==> src/rtl/fdt_pkg.sv <==
package fdt_pkg;

    localparam int FLAG_W   = 4;
    localparam int FLG_EXT  = 0;
    localparam int FLG_DLY  = 1;
    localparam int FLG_END  = 2;
    localparam int FLG_STOP = 3;
    localparam int NCMP     = 2;

    typedef enum logic {
        CNT_IDLE = 1'b0,
        CNT_RUN  = 1'b1
    } cnt_state_e;

    typedef struct packed {
        logic stop;
        logic fend;
        logic dly;
        logic ext;
    } fdt_evt_t;

    function automatic logic [FLAG_W-1:0] evt_to_flags(fdt_evt_t e);
        logic [FLAG_W-1:0] f;
        f           = '0;
        f[FLG_EXT]  = e.ext;
        f[FLG_DLY]  = e.dly;
        f[FLG_END]  = e.fend;
        f[FLG_STOP] = e.stop;
        return f;
    endfunction

endpackage

==> src/rtl/fdt_edge_det.sv <==
module fdt_edge_det (
    input  logic clk,
    input  logic rst,
    input  logic din,
    output logic fall
);
    logic prev_q;

    always_ff @(posedge clk) begin
        if (rst) prev_q <= 1'b1;
        else     prev_q <= din;
    end

    assign fall = prev_q & ~din;

    // one falling edge yields a single restart pulse
    p_single_pulse_r2: assert property (@(posedge clk) disable iff (rst)
        fall |=> !fall);

endmodule

==> src/rtl/fdt_counter.sv <==
module fdt_counter
    import fdt_pkg::*;
#(
    parameter int            W       = 16,
    parameter logic [W-1:0]  STOP_AT = {W{1'b1}}
) (
    input  logic         clk,
    input  logic         rst,
    input  logic         restart,
    output logic [W-1:0] cnt_o,
    output logic         running_o,
    output logic         stop_hit_o
);
    cnt_state_e   st_q;
    logic [W-1:0] cnt_q;

    always_ff @(posedge clk) begin
        if (rst) begin
            st_q  <= CNT_IDLE;
            cnt_q <= '0;
        end else if (restart) begin
            st_q  <= CNT_RUN;
            cnt_q <= '0;
        end else if (st_q == CNT_RUN) begin
            if (cnt_q == STOP_AT) st_q  <= CNT_IDLE;
            else                  cnt_q <= cnt_q + 1'b1;
        end
    end

    assign cnt_o      = cnt_q;
    assign running_o  = (st_q == CNT_RUN);
    assign stop_hit_o = running_o && !restart && (cnt_q == STOP_AT);

    // an idle counter does not move without a trigger
    p_idle_hold_r4: assert property (@(posedge clk) disable iff (rst)
        (st_q == CNT_IDLE && !restart) |=> $stable(cnt_q));
    // the stop value is never passed
    p_no_wrap_r4: assert property (@(posedge clk) disable iff (rst)
        (cnt_q == STOP_AT && !restart) |=> (cnt_q == STOP_AT));
    // a trigger zeroes the count and starts it
    p_restart_zero_r2: assert property (@(posedge clk) disable iff (rst)
        restart |=> (cnt_q == '0 && st_q == CNT_RUN));

endmodule

==> src/rtl/fdt_match.sv <==
module fdt_match #(
    parameter int W = 16
) (
    input  logic [W-1:0] cnt,
    input  logic [W-1:0] thr,
    input  logic         armed,
    output logic         hit
);
    assign hit = armed && (cnt == thr);
endmodule

==> src/rtl/fdt_status.sv <==
module fdt_status #(
    parameter int N = 4
) (
    input  logic         clk,
    input  logic         rst,
    input  logic [N-1:0] set,
    input  logic         rd,
    input  logic [N-1:0] mask,
    output logic [N-1:0] flags_o,
    output logic         irq_o
);
    logic [N-1:0] flags_q;

    always_ff @(posedge clk) begin
        if (rst) flags_q <= '0;
        else     flags_q <= (rd ? '0 : flags_q) | set;
    end

    assign flags_o = flags_q;
    assign irq_o   = |(flags_q & mask);

    // without a read no flag is lost
    p_sticky_r6: assert property (@(posedge clk) disable iff (rst)
        !rd |=> ((flags_q & $past(flags_q)) == $past(flags_q)));
    // a read leaves only the events of that same edge
    p_rd_clear_r7: assert property (@(posedge clk) disable iff (rst)
        rd |=> (flags_q == $past(set)));

endmodule

==> src/rtl/fdt_timer.sv <==
module fdt_timer
    import fdt_pkg::*;
#(
    parameter int           W         = 16,
    parameter logic [W-1:0] STOP_AT   = {W{1'b1}},
    parameter logic [W-1:0] DLY_INIT  = W'(1172),
    parameter logic [W-1:0] FEND_INIT = W'(256)
) (
    input  logic              clk,
    input  logic              rst,
    input  logic              trig_i,
    input  logic              dly_we,
    input  logic [W-1:0]      dly_wdata,
    input  logic              fend_we,
    input  logic [W-1:0]      fend_wdata,
    input  logic [FLAG_W-1:0] irq_mask,
    input  logic              stat_rd,
    output logic [FLAG_W-1:0] stat_o,
    output logic              irq_o,
    output logic              tx_frame_o,
    output logic [W-1:0]      count_o
);
    logic            restart;
    logic [W-1:0]    cnt;
    logic            running;
    logic            stop_hit;
    logic            armed;
    logic [W-1:0]    dly_q;
    logic [W-1:0]    fend_q;
    logic [W-1:0]    thr [NCMP];
    logic [NCMP-1:0] hit;
    logic            tx_q;
    fdt_evt_t        evt;

    fdt_edge_det u_edge (
        .clk  (clk),
        .rst  (rst),
        .din  (trig_i),
        .fall (restart)
    );

    fdt_counter #(.W(W), .STOP_AT(STOP_AT)) u_cnt (
        .clk        (clk),
        .rst        (rst),
        .restart    (restart),
        .cnt_o      (cnt),
        .running_o  (running),
        .stop_hit_o (stop_hit)
    );

    always_ff @(posedge clk) begin
        if (rst) begin
            dly_q  <= DLY_INIT;
            fend_q <= FEND_INIT;
        end else begin
            if (dly_we)  dly_q  <= dly_wdata;
            if (fend_we) fend_q <= fend_wdata;
        end
    end

    assign armed  = running && !restart;
    assign thr[0] = dly_q;
    assign thr[1] = fend_q;

    for (genvar g = 0; g < NCMP; g++) begin : g_cmp
        fdt_match #(.W(W)) u_match (
            .cnt   (cnt),
            .thr   (thr[g]),
            .armed (armed),
            .hit   (hit[g])
        );
    end

    always_ff @(posedge clk) begin
        if (rst)           tx_q <= 1'b0;
        else if (restart)  tx_q <= 1'b0;
        else if (stop_hit) tx_q <= 1'b0;
        else if (hit[0])   tx_q <= 1'b1;
    end

    always_comb begin
        evt      = '0;
        evt.ext  = restart;
        evt.dly  = hit[0];
        evt.fend = hit[1];
        evt.stop = stop_hit;
    end

    fdt_status #(.N(FLAG_W)) u_stat (
        .clk     (clk),
        .rst     (rst),
        .set     (evt_to_flags(evt)),
        .rd      (stat_rd),
        .mask    (irq_mask),
        .flags_o (stat_o),
        .irq_o   (irq_o)
    );

    assign tx_frame_o = tx_q;
    assign count_o    = cnt;

    // the output only rises on a delay match
    p_tx_rise_r3: assert property (@(posedge clk) disable iff (rst)
        $rose(tx_q) |-> ($past(cnt) == $past(dly_q)));
    // reaching the stop value drops the output
    p_tx_stop_r4: assert property (@(posedge clk) disable iff (rst)
        stop_hit |=> !tx_q);
    // a trigger edge wins over a same-edge match
    p_edge_wins_r10: assert property (@(posedge clk) disable iff (rst)
        restart |=> (!tx_q && !stat_o[FLG_DLY] || !tx_q));

endmodule

==> config.mk <==
export PLATFORM = sky130hd
export DESIGN_NAME = fdt_timer
export DESIGN_NICKNAME = d
export VERILOG_FILES = /design/src/rtl/fdt_pkg.sv /design/src/rtl/fdt_edge_det.sv /design/src/rtl/fdt_counter.sv /design/src/rtl/fdt_match.sv /design/src/rtl/fdt_status.sv /design/src/rtl/fdt_timer.sv
export SDC_FILE = /design/constraint.sdc
export NUM_CORES = 1
export LEC_CHECK = 0
export CAP_MARGIN = 20
export CORE_UTILIZATION = 52
export CTS_BUF_LIST = sky130_fd_sc_hd__clkbuf_8
export DETAILED_ROUTE_END_ITERATION = 8
export DONT_BUFFER_PORTS = 1
export GPL_TIMING_DRIVEN = 0
export PLACE_DENSITY = 0.68
export SYNTH_ARGS = -nofsm -noshare
export SYNTH_HDL_FRONTEND = slang
export SYNTH_SLANG_ARGS = --single-unit
==> constraint.sdc <==
create_clock -name clk -period 4.22 [get_ports clk]
set_input_delay 0.211 -clock clk [delete_from_list [all_inputs] [get_ports clk]]
set_output_delay 0.211 -clock clk [all_outputs]
set_load 0.03 [all_outputs]
# [After elaboration in Yosys (flattened, before gate mapping)]
# Index checks and enable logic that the tools add are counted.
[totals] regBits=55 elab_cells=29 input_bits=42
[classes] addsub=1 n_bitwise=5 eq_ne=3 reduce_logical=9 mux=4
[ops] op="$eq A16 B16 Y1" count=2
[ops] op="$add A16 B1 Y16 const B" count=1
[ops] op="$eq A16 B16 Y1 const B" count=1
[ops] op="$and A4 B4 Y4" count=1
[ops] op="$logic_and A1 B1 Y1" count=4
[ops] op="$mux W4" count=1
[ops] op="$or A4 B4 Y4" count=1
[ops] op="$reduce_or A4 Y1" count=1
[ops] op="$mux W1" count=3
[ops] op="$reduce_or A3 Y1" count=1
[ops] op="$not A1 Y1" count=2
[ops] op="$reduce_and A2 Y1" count=1
[ops] op="$reduce_or A2 Y1" count=1
[ops] op="$and A1 B1 Y1" count=1
[ops] op="$logic_not A1 Y1" count=1

# [Logic depth before layout (Yosys ltp)]
# Gate-level depths: netlist of run 1.
[logic_depth] ltp_word=6 ltp_mapped=6

# [Hierarchy]
# From an unflattened synthesis of run 1, not the netlist that was laid out.
[hier_totals] hier_cells=273 area_unflattened_um2=2682.6
[modules_own_cells] mod="fdt_timer" n_inst=1 cells_each=108 area_each_um2=1222.4
[modules_own_cells] mod="fdt_counter" n_inst=1 cells_each=99 area_each_um2=903.4
[modules_own_cells] mod="fdt_match" n_inst=2 cells_each=22 area_each_um2=181.4
[modules_own_cells] mod="fdt_status" n_inst=1 cells_each=19 area_each_um2=158.9
[modules_own_cells] mod="fdt_edge_det" n_inst=1 cells_each=3 area_each_um2=35.0

# [Worst setup path after synthesis of run 1]
# Ideal clock, no wire load.
[synth_path] path_type="reg2reg" start="register u_cnt.cnt_q[0], in the netlist u_cnt.cnt_o[0]" end="register u_cnt.cnt_q[14], in the netlist u_cnt.cnt_o[14]" path_stages_with_launch=7 setup_time_ps=128 setup_slack_ps=2237 n_path_buf=0 required_ps=4092 arrival_time_ps=1855 synth_period_minus_slack_ps=1983 path_cell_list="dfxtp_1 > ha_1 > nand3_2 > or3_4 > and4bb_1 > xnor2_1 > nor2_1"
[synth_between] elab_chain_len=3 elab_cells_between_ends=4
[synth_lines] item="from (decl)" line="fdt_counter.sv:15" rtl="logic [W-1:0] cnt_q;"
[synth_lines] item="from (signal assigned)" line="fdt_counter.sv:26" rtl="else cnt_q <= cnt_q + 1'b1;"
[synth_lines] item="parallel branches: the longest is 3 deep, another holds $add A16 B1 Y16"
# Several ways; the timed one is not identified.
# A chain may end at the register's enable or synchronous reset.

# [Worst setup path after layout of run 1]
[layout_path] start="register u_cnt.cnt_q[1], in the netlist u_cnt.cnt_o[1]" end="register u_cnt.cnt_q[5], in the netlist u_cnt.cnt_o[5]"
# Same word-level chain as after synthesis.

==> impl_metrics.py, run 1 <==
metrics = {
    "pwr": {
        "p_leak_nw": 1.06,
        "powerDensity_nw_per_um2": 339,
        "irDropWorstVdd_mv": 0.192,
        "p_total_mw": 0.962,
    },
    "worst_setup_path": {
        "worst_ep_arrival_time_ns": 2.46,
        "reg2reg_slack_ns": 1.95,
        "endpoint_kind": "register",
        "start_kind": "register",
        "rr_endpoint": "u_cnt.cnt_o[5]$_SDFFE_PP0P_",
        "cp.required_ns": 4.41,
        "crit_fanout": 10,
        "critPathKind": "reg2reg",
        "startpoint": "u_cnt.cnt_o[1]$_SDFFE_PP0P_",
        "endpoint": "u_cnt.cnt_o[5]$_SDFFE_PP0P_",
        "rr_worst_depth": 6,
        "reg2reg_from": "u_cnt.cnt_o[1]$_SDFFE_PP0P_",
    },
    "sta": {
        "layout_setup_ws_ns": 1.95,
        "post-route-period-util": 0.538,
        "setup_violations": 0,
        "clock.fmax_mhz": 440,
        "hold_violations": 0,
        "maxSlewHeadroom": 0.602,
        "rsz0062_at_grt": "no",
        "fin_crit_ns": 2.27,
        "fin_hold_ws_ns": 0.0132,
        "drv_slew": 0,
        "fin_skew_ns": 0.00819,
        "worst_slew_pin_slew_ns": 0.595,
        "fin_tns_setup_ns": 0,
    },
    "hold_path": {
        "hold_path_class": "in2reg",
    },
    "yosys": {
        "synth_area_leader_cell": "dfxtp_1",
        "netlist_area_sq_um": 2650,
        "synthTopCellsByArea": "dfxtp_1, xnor2_1, mux2i_1",
        "ys_warn_count": 0,
        "yosysSeqAreaShare": 0.416,
        "synth_cell_types": 43,
        "avgSynthCellArea_sq_um": 9.55,
        "synth_nets": 320,
        "synth_top_area_frac": 0.416,
        "ys_ff_latch": 55,
        "synthCells": 277,
    },
    "global_route": {
        "grt_pass1_vias": 1833,
        "gr-usage-met2": 0.361,
        "antenna_found_initial": 0,
        "grtUsageTotal": 0.220,
        "grtUsageMet1": 0.282,
        "grt_overflow_total": 0,
        "grt_most_used_layer": "met2",
        "grt_use_met3": 0.0604,
        "grt_max_degree": 16,
        "grt_pass1_wl_um": 8830,
    },
    "finish": {
        "nets": 328,
        "final_cells": 353,
        "post-route-util": 0.589,
        "antennaDiodeCount": 0,
        "area_growth_syn_to_layout_pct": 7.33,
        "design_area_sq_um": 2840,
        "drive_gt1_frac": 0.112,
        "nFillCells": 465,
    },
    "route": {
        "drtPass1Iterations": 4,
        "viasPerCell": 5.30,
        "ant_nets": 0,
        "drtIter0Drc": 90,
        "routed_wirelength_um": 5470,
        "wl_per_cell_um": 15.5,
        "drc_errors": 0,
        "num_vias": 1870,
    },
    "place": {
        "place_congestion": 0.846,
        "placed_area_sq_um": 2730,
        "placed_cells": 344,
        "dp_slack_ns": 1.97,
        "io_buffer_count": 0,
        "post-dp-hpwl_um": 4190,
    },
    "cts": {
        "cts_tree": "built",
        "cts_made_buffers": 5,
        "cts_buffer_depth": 2,
        "clk_pin_slew_worst_paths_ns": 0.10,
        "ctsHoldBuffers": 1,
        "post_cts.repair.setup_buffers": 0,
        "htreeDepth": 2,
        "cts_root_buffer": "clkbuf_8",
        "cts.repair.resized": 0,
        "clk_latency_ns": 0.31,
        "cts_sinks": 55,
    },
    "floorplanning": {
        "rows": 25,
        "start_util": 0.549,
        "die-width_um": 73.3,
        "io_pins": 64,
        "core_sq_um": 4820,
        "dieArea_sq_um": 5380,
        "die_h_um": 73.3,
    },
    "outcome": {
        "status": "finished clean",
    },
    "flow_run": {
        "cap_violations": 0,
    },
}
## flip-flops by register name, indices dropped and copies added, names as in the netlist
name / flops
dly_q: 16
fend_q: 16
tx_frame_o: 1
u_cnt.cnt_o: 16
u_cnt.running_o: 1
u_edge.prev_q: 1
u_stat.flags_o: 4
## cell usage after synthesis (all sizes together)
| library cell | count |
|---|---|
| dfxtp | 55 |
| nor2 | 48 |
| xnor2 | 39 |
| mux2i | 28 |
| buf | 13 |
| nand4 | 11 |
| clkbuf | 9 |
| a21oi | 8 |
| nand3 | 8 |
| nand2 | 6 |
| nor2b | 6 |
| nor3 | 6 |
| a211o | 5 |
| or3 | 4 |
| inv | 3 |
| nand2b | 3 |
| nor4 | 3 |
| o21ai | 3 |
| xor2 | 3 |
| a22oi | 2 |
| and4 | 2 |
| a221oi | 1 |
| a22o | 1 |
| a31oi | 1 |
| and2 | 1 |
| and4bb | 1 |
| ha | 1 |
| nor3b | 1 |
| o21a | 1 |
| o41ai | 1 |
| or2 | 1 |
| or2b | 1 |
| or4b | 1 |
## logic make-up after synthesis
group                      Yosys count  synth area share
DFF                                 55             0.416
adders and majority gates            1           0.00473
and+or+nand+nor                    103             0.208
xor gates and xnor gates            42             0.139
AOI/OAI and AO/OA                   23            0.0653
muxes                               28             0.106
buffers and inverters               25            0.0610
## worst min path at each step
stage / start / to / slack [ns] / depth (start not counted)
detailed placement: trig_i / u_edge.prev_q$_SDFF_PP1_ / 0.32 / 1
global route: dly_wdata[2] / dly_q[2]$_SDFFE_PP1P_ / 0.009 / 1
CTS: dly_wdata[7] / dly_q[7]$_SDFFE_PP1P_ / 0.01 / 1
floorplan: trig_i / u_edge.prev_q$_SDFF_PP1_ / 0.32 / 1
finish: dly_wdata[7] / dly_q[7]$_SDFFE_PP1P_ / 0.01 / 1
global placement: trig_i / u_edge.prev_q$_SDFF_PP1_ / 0.32 / 1
## cell type report
class                      count  area (sq um)  share of cell area
tap                           67          83.8              0.0295
sequential                    55          1100               0.388
multi-input combinational    197          1380               0.487
clock buffer                   7          96.3              0.0339
clock inverter                 1          3.75             0.00132
timing repair buffer           1          10.0             0.00353
inverter                       3          11.3             0.00397
buffer                        22           150              0.0529
## worst max-delay path, stage by stage, from the launching register on
cell,delay [ns]
dfxtp_1,0.70
ha_1,0.29
nand3_2,0.18
o41ai_4,0.63
nor2_1,0.13
xnor2_1,0.16
nor2_1,0.06
## layer usage
metal,vias to the layer above,routed length [um],share of wire
met5,-,0,0
met4,0,74,0.014
met3,7,293,0.054
met2,49,2500,0.46
met1,861,2610,0.48
li1,953,-,-
## cell usage in the layout, fill, tap and decap left out, types with 7 or more instances in the layout
cell      netlist  layout
nand4_1         9       9
nor2_1         48      48
mux2i_1        28      28
a21oi_1         8       8
buf_2           7       7
dfxtp_1        55      55
xnor2_1        39      39
clkbuf_8        2       9
## power breakdown
part | internal (mW) | total (mW) | switching, mW
logic | 0.0433 | 0.0860 | 0.0427
clock network | 0.148 | 0.316 | 0.168
registers | 0.540 | 0.560 | 0.0201
No activity file was read; power rests on OpenSTA's default activity.
==> run 2: changes to the inputs <==
Clock period 4.22 ns to 2.2 ns, I/O delays scaled along.
==> run 2 against run 1 <==
Compared with the run above: critical path depth did not move; clock power increased by 91%; total power rose by 97%; via count grew 8.4%; worst hold slack lost 0.0021 ns; count of clock-buffer cells in the layout did not move; critical path type unchanged; critical endpoint is now tx_frame_o$_SDFFE_PP0P_.
==> impl_metrics.py, run 2 (synthesis results as in run 1) <==
metrics = {
    "pwr": {
        "powerDensity_nw_per_um2": 595,
        "irDropWorstVdd_mv": 0.375,
        "p_leak_nw": 1.22,
        "p_total_mw": 1.90,
    },
    "place": {
        "dp_slack_ns": -0.0484,
        "place_congestion": 0.846,
        "post-dp-hpwl_um": 4190,
        "io_buffer_count": 0,
        "placed_area_sq_um": 2730,
    },
    "cts": {
        "clk_pin_slew_worst_paths_ns": 0.09,
        "cts_made_buffers": 5,
        "cts_buffer_depth": 2,
        "cts_root_buffer": "clkbuf_8",
        "cts_sinks": 55,
        "clk_latency_ns": 0.31,
        "htreeDepth": 2,
        "cts_tree": "built",
    },
    "worst_setup_path": {
        "critPathKind": "reg2reg",
        "start_kind": "register",
        "cp.required_ns": 2.42,
        "worst_ep_arrival_time_ns": 2.32,
        "crit_family": "simple AND/OR/NAND/NOR gates",
        "crit_fanout": 8,
        "path_buf_inv": 1,
        "crit_path_cell_trace": "buf_2 > xnor2_1 > nand4_1 > nor4_1 > nand3_1 > a221oi_1",
        "cp_slowest_cell": "dfxtp_1",
        "endpoint_kind": "register",
        "slowest_delay_ns": 0.53,
    },
    "route": {
        "drtPass1Iterations": 4,
        "drc_errors": 0,
        "wl_per_cell_um": 15.2,
        "drtIter0Drc": 94,
        "num_vias": 2028,
        "routed_wirelength_um": 5900,
        "viasPerCell": 5.21,
        "ant_nets": 0,
    },
    "sta": {
        "fin_tns_setup_ns": 0,
        "layout_setup_ws_ns": 0.102,
        "setup_violations": 0,
        "post-route-period-util": 0.953,
        "maxSlewHeadroom": 0.597,
        "fin_crit_ns": 2.10,
        "fin_skew_ns": 0.00653,
        "drv_slew": 0,
        "hold_violations": 0,
        "clock.fmax_mhz": 477,
        "rsz0062_at_grt": "no",
        "worst_slew_pin_slew_ns": 0.605,
    },
    "global_route": {
        "grt_max_degree": 16,
        "grt_pass1_wl_um": 9550,
        "grt_overflow_total": 0,
        "grt_pass1_vias": 2020,
        "antenna_found_initial": 0,
        "grtUsageTotal": 0.236,
    },
    "finish": {
        "drive_gt1_frac": 0.115,
        "final_common_cell": "dfxtp_1",
        "design_area_sq_um": 3190,
        "antennaDiodeCount": 0,
        "area_growth_syn_to_layout_pct": 20.8,
        "final_cell_mix": "dfxtp_1, nor2_1, xnor2_1",
        "nFillCells": 431,
        "nets": 364,
    },
    "floorplanning": {
        "die_h_um": 73.3,
        "rows": 25,
        "start_util": 0.549,
        "dieArea_sq_um": 5380,
        "core_sq_um": 4820,
        "io_pins": 64,
        "die-width_um": 73.3,
    },
    "flow_run": {
        "cap_violations": 0,
    },
    "hold_path": {
        "hold_path_class": "in2reg",
    },
    "outcome": {
        "status": "finished clean",
    },
}
## run 2: path summary, 6_finish.rpt
kind / from / to / slack [ns] / cells past startpoint
worst max-delay path: u_cnt.cnt_o[8]$_SDFFE_PP0P_ / tx_frame_o$_SDFFE_PP0P_ / 0.10 / 6
worst min-delay path: dly_we / dly_q[2]$_SDFFE_PP1P_ / 0.01 / 2
worst max register to register: u_cnt.cnt_o[8]$_SDFFE_PP0P_ / tx_frame_o$_SDFFE_PP0P_ / 0.10 / 6
worst min register to register: dly_q[12]$_SDFFE_PP0P_ / dly_q[12]$_SDFFE_PP0P_ / 0.53 / 2
## run 2: area by class of cell
class,instances,area (sq um),share of cell area
clock inverters,1,3.75,0.00118
plain buffers,22,150,0.0470
inverters,3,11.3,0.00353
well taps,67,83.8,0.0262
multi-input cells,197,1380,0.433
repair buffers,37,363,0.114
clock buffers,7,96.3,0.0302
flip-flops and latches,55,1100,0.345
## run 2: per-layer routing
layer  track usage  wire, um  up-vias
met5             0         0        -
met4        0.0705        74        0
met3        0.0617       282        7
met2         0.399      2810       44
met1         0.296      2740      954
li1              -         -     1023
## run 2: report_power, final
part | switching [mW] | internal, mW | leakage (nW) | total [mW]
combinational | 0.0949 | 0.126 | 0.708 | 0.221
clock | 0.320 | 0.283 | 0.0557 | 0.603
sequential | 0.0392 | 1.04 | 0.452 | 1.08
total | 0.454 | 1.45 | 1.22 | 1.90
## run 2: what timing repair did
item                                    CTS  global route
hold endpoints to repair                 35             0
buffers inserted                          0             3
endpoints found under the setup margin    5             4
gates resized for setup                   2             0
hold buffers                             34             0
pin swaps                                 0             1
## run 2: through the flow
step                hold WS [ns]  utilization  std cells
floorplan                  0.217            -        277
global placement           0.217        0.566        344
detailed placement         0.221        0.566        344
CTS                      0.00211        0.658        386
global route              0.0260        0.663        389
finish                    0.0111        0.663        389
